**src/rtl/lsu_pkg.sv**
```systemverilog
package lsu_pkg;
  typedef enum logic [1:0] {
    OP_LW = 2'b00,
    OP_SW = 2'b01,
    OP_LB = 2'b10,
    OP_SB = 2'b11
  } lsu_op_e;

  typedef struct packed {
    logic       is_store;
    logic       is_byte;
    logic       misaligned;
    logic [1:0] lane;
  } rsp_meta_t;
endpackage

```
**src/rtl/lsu_addr_gen.sv**
```systemverilog
module lsu_addr_gen #(
  parameter int ADDR_W = 32,
  parameter int OFF_W  = 16,
  parameter int LANE_W = 2
) (
  input  logic [1:0]        op,
  input  logic [ADDR_W-1:0] base,
  input  logic [OFF_W-1:0]  offset,
  output logic [ADDR_W-1:0] ea,
  output logic              is_store,
  output logic              is_byte,
  output logic              misaligned
);
  localparam int EXT_W = ADDR_W - OFF_W;

  always_comb begin
    ea         = base + {{EXT_W{offset[OFF_W-1]}}, offset};
    is_byte    = op[1];
    is_store   = op[0];
    misaligned = !is_byte && (ea[LANE_W-1:0] != '0);
  end
endmodule

```
**src/rtl/lsu_store_lane.sv**
```systemverilog
module lsu_store_lane #(
  parameter int DATA_W = 32,
  parameter int NB     = DATA_W / 8,
  parameter int LANE_W = $clog2(NB)
) (
  input  logic              fire,
  input  logic              is_store,
  input  logic              is_byte,
  input  logic              misaligned,
  input  logic [LANE_W-1:0] lane,
  input  logic [DATA_W-1:0] src,
  output logic              we,
  output logic [NB-1:0]     strb,
  output logic [DATA_W-1:0] wdata
);
  logic [NB-1:0] lane_sel;

  // big-endian: lane 0 is the most significant byte
  for (genvar i = 0; i < NB; i++) begin : g_lane
    assign lane_sel[NB-1-i] = is_byte ? (lane == LANE_W'(i)) : 1'b1;
  end

  always_comb begin
    we    = fire && is_store && !misaligned;
    strb  = we ? lane_sel : '0;
    wdata = is_byte ? {NB{src[7:0]}} : src;
  end
endmodule

```
**src/rtl/lsu_word_mem.sv**
```systemverilog
module lsu_word_mem #(
  parameter int DATA_W = 32,
  parameter int DEPTH  = 64,
  parameter int NB     = DATA_W / 8,
  parameter int IDX_W  = $clog2(DEPTH)
) (
  input  logic              clk,
  input  logic              rst_n,
  input  logic              we,
  input  logic [NB-1:0]     strb,
  input  logic [IDX_W-1:0]  idx,
  input  logic [DATA_W-1:0] wdata,
  input  logic              re,
  output logic [DATA_W-1:0] rdata
);
  logic [DATA_W-1:0] store_q [DEPTH];

  always_ff @(posedge clk or negedge rst_n) begin
    if (!rst_n) begin
      for (int w = 0; w < DEPTH; w++) store_q[w] <= '0;
      rdata <= '0;
    end else begin
      if (we) begin
        for (int b = 0; b < NB; b++)
          if (strb[b]) store_q[idx][8*b +: 8] <= wdata[8*b +: 8];
      end
      if (re) rdata <= store_q[idx];
    end
  end
endmodule

```
**src/rtl/lsu_load_lane.sv**
```systemverilog
module lsu_load_lane #(
  parameter int DATA_W = 32,
  parameter int NB     = DATA_W / 8,
  parameter int LANE_W = $clog2(NB)
) (
  input  logic [DATA_W-1:0] word,
  input  logic [LANE_W-1:0] lane,
  input  logic              is_byte,
  input  logic              zero_out,
  output logic [DATA_W-1:0] result
);
  logic [7:0] picked;

  always_comb begin
    picked = '0;
    for (int i = 0; i < NB; i++)
      if (lane == LANE_W'(i)) picked = word[8*(NB-1-i) +: 8];
    if (zero_out)     result = '0;
    else if (is_byte) result = {{(DATA_W-8){picked[7]}}, picked};
    else              result = word;
  end
endmodule

```
**src/rtl/lsu_lane_unit.sv**
```systemverilog
module lsu_lane_unit #(
  parameter int ADDR_W    = 32,
  parameter int DATA_W    = 32,
  parameter int OFF_W     = 16,
  parameter int MEM_WORDS = 64
) (
  input  logic                clk,
  input  logic                rst_n,
  input  logic                req_valid,
  output logic                req_ready,
  input  logic [1:0]          req_op,
  input  logic [ADDR_W-1:0]   req_base,
  input  logic [OFF_W-1:0]    req_offset,
  input  logic [DATA_W-1:0]   req_wdata,
  output logic [ADDR_W-1:0]   mem_addr,
  output logic                mem_we,
  output logic [DATA_W/8-1:0] mem_strb,
  output logic [DATA_W-1:0]   mem_wdata,
  output logic                rsp_valid,
  input  logic                rsp_ready,
  output logic [DATA_W-1:0]   rsp_rdata,
  output logic                rsp_misaligned
);
  import lsu_pkg::*;

  localparam int NB     = DATA_W / 8;
  localparam int LANE_W = $clog2(NB);
  localparam int IDX_W  = $clog2(MEM_WORDS);

  logic              fire, is_store, is_byte, misaligned;
  logic [ADDR_W-1:0] ea;
  logic [DATA_W-1:0] rd_word;
  logic              rsp_valid_q;
  rsp_meta_t         meta_q;

  assign req_ready = !rsp_valid_q || rsp_ready;
  assign fire      = req_valid && req_ready;
  assign mem_addr  = ea;

  lsu_addr_gen #(.ADDR_W(ADDR_W), .OFF_W(OFF_W), .LANE_W(LANE_W)) u_agen (
    .op(req_op), .base(req_base), .offset(req_offset), .ea(ea),
    .is_store(is_store), .is_byte(is_byte), .misaligned(misaligned)
  );

  lsu_store_lane #(.DATA_W(DATA_W)) u_slane (
    .fire(fire), .is_store(is_store), .is_byte(is_byte), .misaligned(misaligned),
    .lane(ea[LANE_W-1:0]), .src(req_wdata),
    .we(mem_we), .strb(mem_strb), .wdata(mem_wdata)
  );

  lsu_word_mem #(.DATA_W(DATA_W), .DEPTH(MEM_WORDS)) u_mem (
    .clk(clk), .rst_n(rst_n), .we(mem_we), .strb(mem_strb),
    .idx(ea[LANE_W +: IDX_W]), .wdata(mem_wdata),
    .re(fire && !is_store), .rdata(rd_word)
  );

  always_ff @(posedge clk or negedge rst_n) begin
    if (!rst_n) begin
      rsp_valid_q <= 1'b0;
      meta_q      <= '0;
    end else if (fire) begin
      rsp_valid_q       <= 1'b1;
      meta_q.is_store   <= is_store;
      meta_q.is_byte    <= is_byte;
      meta_q.misaligned <= misaligned;
      meta_q.lane       <= ea[1:0];
    end else if (rsp_ready) begin
      rsp_valid_q <= 1'b0;
    end
  end

  lsu_load_lane #(.DATA_W(DATA_W)) u_llane (
    .word(rd_word), .lane(meta_q.lane[LANE_W-1:0]), .is_byte(meta_q.is_byte),
    .zero_out(meta_q.is_store || meta_q.misaligned), .result(rsp_rdata)
  );

  assign rsp_valid      = rsp_valid_q;
  assign rsp_misaligned = rsp_valid_q && meta_q.misaligned;
endmodule

```
**config.mk**
```make
export PLATFORM = sky130hd
export DESIGN_NAME = lsu_lane_unit
export DESIGN_NICKNAME = d
export VERILOG_FILES = /design/src/rtl/lsu_pkg.sv /design/src/rtl/lsu_addr_gen.sv /design/src/rtl/lsu_store_lane.sv /design/src/rtl/lsu_word_mem.sv /design/src/rtl/lsu_load_lane.sv /design/src/rtl/lsu_lane_unit.sv
export SDC_FILE = /design/constraint.sdc
export NUM_CORES = 2
export LEC_CHECK = 0
export BUFFER_PORTS_ARGS = -buffer_cell sky130_fd_sc_hd__buf_2
export CORE_MARGIN = 2
export CORE_UTILIZATION = 35
export CTS_BUF_LIST = sky130_fd_sc_hd__clkbuf_2
export DETAILED_ROUTE_END_ITERATION = 8
export HOLD_SLACK_MARGIN = 0.06
export PLACE_DENSITY = 0.52
export SYNTH_ARGS = -nofsm -noshare
export SYNTH_HDL_FRONTEND = slang
export SYNTH_SLANG_ARGS = --single-unit
```
**constraint.sdc**
```tcl
create_clock -name clk -period 5.9 [get_ports clk]
set_clock_uncertainty 0.05 [all_clocks]
set_input_delay 0.295 -clock clk [delete_from_list [all_inputs] [get_ports clk]]
set_output_delay 0.295 -clock clk [all_outputs]
set_load 0.02 [all_outputs]
```
==> results.cfg <==
[logic_synthesis]
ys_ff_latch = 2086
synthFlopType = dfrtp_1
yosys_warnings = 0
netlist_instances = 9736
synth_area_um2 = 96000
yosys.area.top_type = dfrtp_1
yosysMostFrequentCell = dfrtp_1
synth_top_area_share = 0.544
synth_edf_count = 0
synth_area_leaders = dfrtp_1 (54%), mux2_2 (6.8%), a21oi_1 (6.7%)
ys_seq_area_frac = 0.544
synthTopCellsByCount = dfrtp_1 (2086), nor2_1 (1297), a21oi_1 (1279)
syn_avg_cell_area_um2 = 9.86
ys_async_sr_fraction = 1.00
synthDistinctLibCells = 93
synthesis.nets = 9854

[place]
io_buffers = 189
dpl.hpwl_um = 271000
gp_congestion = 0.927

[clocking]
worst_skew_pair.late_latency_ps = 1960
clock_path_buffers = 4
cts_num_sinks = 2086
cts_tree = yes
numCtsBuffers = 582
clkTransAtPathRegs_ps = 100
htreeDepth = 6
root_buffer = clkbuf_2
post_cts_buffers = 0

[flow_run]
max_cap_viol_count = 2

[global_route]
antenna_found_initial = 36
grt_max_degree = 173
overflow = 0
grt_use_total = 0.298
grt_pass1_vias = 82200
grt_pass1_wl_um = 605000

[sta]
slew_headroom = -0.0220
final_max_slew_viol_count = 10
max_freq_mhz = 171
worst_slew_pin_slew_ps = 1530
finalCritPeriodShare = 0.993
finalSetupTns_ps = 0
holdWs_ps = 174
finalHoldViolCount = 0
setup_viol_count_final = 0
rsz0062_at_grt = false
min_period_ps = 5860

[worst_setup_path]
crit_path_start_kind = input port
critPathMaxFanout = 14
cp-end-kind = flip-flop
cp.arrival_ps = 7620
path_class = input port to flip-flop
cp.required_ps = 7660

[detailed_routing]
drt_iter0_drc = 9234
wl_per_cell_um = 29.7
vias_per_cell = 5.88
wirelength_um = 424000
dr_total_vias = 83900
drcViolationCount = 0
drtAntennaViolNets = 0
dr.pass1.iters = 9

[power]
ir_drop_v = 0.000191
leakagePower_nw = 50.2
power_density_nw_per_um2 = 315

[min_path]
hold_class = input port to flip-flop

[die]
fp-row-count = 192
die_y_um = 528
dieWidth_um = 528
coreArea_um2 = 273000
die-area_um2 = 278000
initial_utilization = 0.351
pin_count = 190

[outcome]
violations = max-capacitance violations, max-slew violations
run_status = finished with violations

[final_layout]
num-nets-final = 10400
syn_to_final_growth_pct = 13.7
n_fill_cell = 27000
drive_above_1_share = 0.223
## worst paths after layout
check | cells past startpoint | startpoint | to | slack [ps]
worst max-delay path | 19 | req_offset[0] | u_mem.rdata[14] | 40
min in group asynchronous | 6 | rst_n | u_mem.store_q[1255] | 840
worst min-delay path | 6 | req_wdata[11] | u_mem.store_q[555] | 170
worst min register to register | 2 | u_mem.store_q[991] | u_mem.store_q[991] | 430
max in group asynchronous | 7 | rst_n | u_mem.store_q[302] | 3130
worst max register to register | 9 | rsp_valid | u_mem.store_q[1107] | 1260
## placed cells by master, fill, tap and decap left out, types with 40 or more instances in the layout
master,n
dfrtp_1,2086
nor2_1,1288
a21oi_1,1275
nand2_1,983
clkbuf_2,860
o21ai_0,705
mux2_2,582
buf_4,420
a22oi_1,316
buf_2,188
a22o_1,158
a221oi_1,147
nand3_1,122
dlygate4sd3_1,121
mux2i_1,103
a31oi_1,80
clkinv_1,72
nand2b_1,70
nor2_2,70
inv_1,65
a211oi_1,64
a21o_1,56
buf_12,56
and3_1,40
## per-layer routing
| layer | up-vias | part of all wire | track usage |
|---|---|---|---|
| met5 | - | 0.00042 | 0 |
| met4 | 26 | 0.072 | 0.192 |
| met3 | 1177 | 0.094 | 0.0749 |
| met2 | 4424 | 0.44 | 0.449 |
| met1 | 42200 | 0.40 | 0.381 |
| li1 | 36100 | - | - |
## critical path, stage by stage
cell	delay [ps]
dlygate4sd3_1	540
buf_2	130
dlygate4sd3_1	560
ha_1	270
fa_1	650
a211oi_4	590
o2111a_1	260
dlygate4sd3_1	600
nor3_4	90
dlygate4sd3_1	670
inv_2	260
buf_4	230
a211oi_4	50
dlygate4sd3_1	720
buf_4	320
o41a_1	220
a211oi_1	570
o2111ai_1	200
o32a_1	380
## report_power, final
| group | internal [mW] | total [mW] | switching, mW |
|---|---|---|---|
| Combinational | 1.98 | 7.37 | 5.39 |
| Clock | 4.35 | 10.9 | 6.51 |
| Sequential | 15.4 | 16.1 | 0.748 |
| Total | 21.7 | 34.3 | 12.6 |
## per-stage QoR
step / power [mW] / area, um2 / util / worst slack (ps) / std cells
after global placement: 23.3 / 103000 / 0.376 / 425 / 13100
after CTS: 34.3 / 109000 / 0.399 / 112 / 14200
after floorplan: 19.6 / 96000 / - / 2320 / 9736
after global routing: 35.7 / 109000 / 0.399 / 39.4 / 14300
after detailed placement: 23.4 / 103000 / 0.376 / 529 / 13100
final: 34.3 / 109000 / 0.400 / 41.1 / 14300
## what timing repair did
action,CTS,global route
endpoints found under the hold margin,4172,0
endpoints found under the setup margin,0,4
hold buffers,122,0
gates resized for setup,0,2
## sequential cells by signal, summed over array words and instances (netlist names)
signal and count:
meta_q 5, rsp_valid 1, u_mem.rdata 32, u_mem.store_q 2048
## cell families after synthesis
kind of cell,count (synthesis),synth area share
compound gates,3240,0.210
simple gates,2741,0.118
flops,2086,0.544
buf+inv,921,0.0406
mux,691,0.0804
fa+ha+maj,32,0.00425
xor+xnor,25,0.00256
## layout make-up
type / instances / area, um2 / area share
diodes: 22 / 55.1 / 0.000505
clock buffers: 860 / 4300 / 0.0394
clock inverters: 117 / 845 / 0.00774
repair buffers: 788 / 6480 / 0.0594
flip-flops and latches: 2086 / 52200 / 0.478
well taps: 3589 / 4490 / 0.0412
multi-input cells: 6729 / 40400 / 0.371
inverters: 76 / 308 / 0.00282
Power figures use the tool's default switching activity.
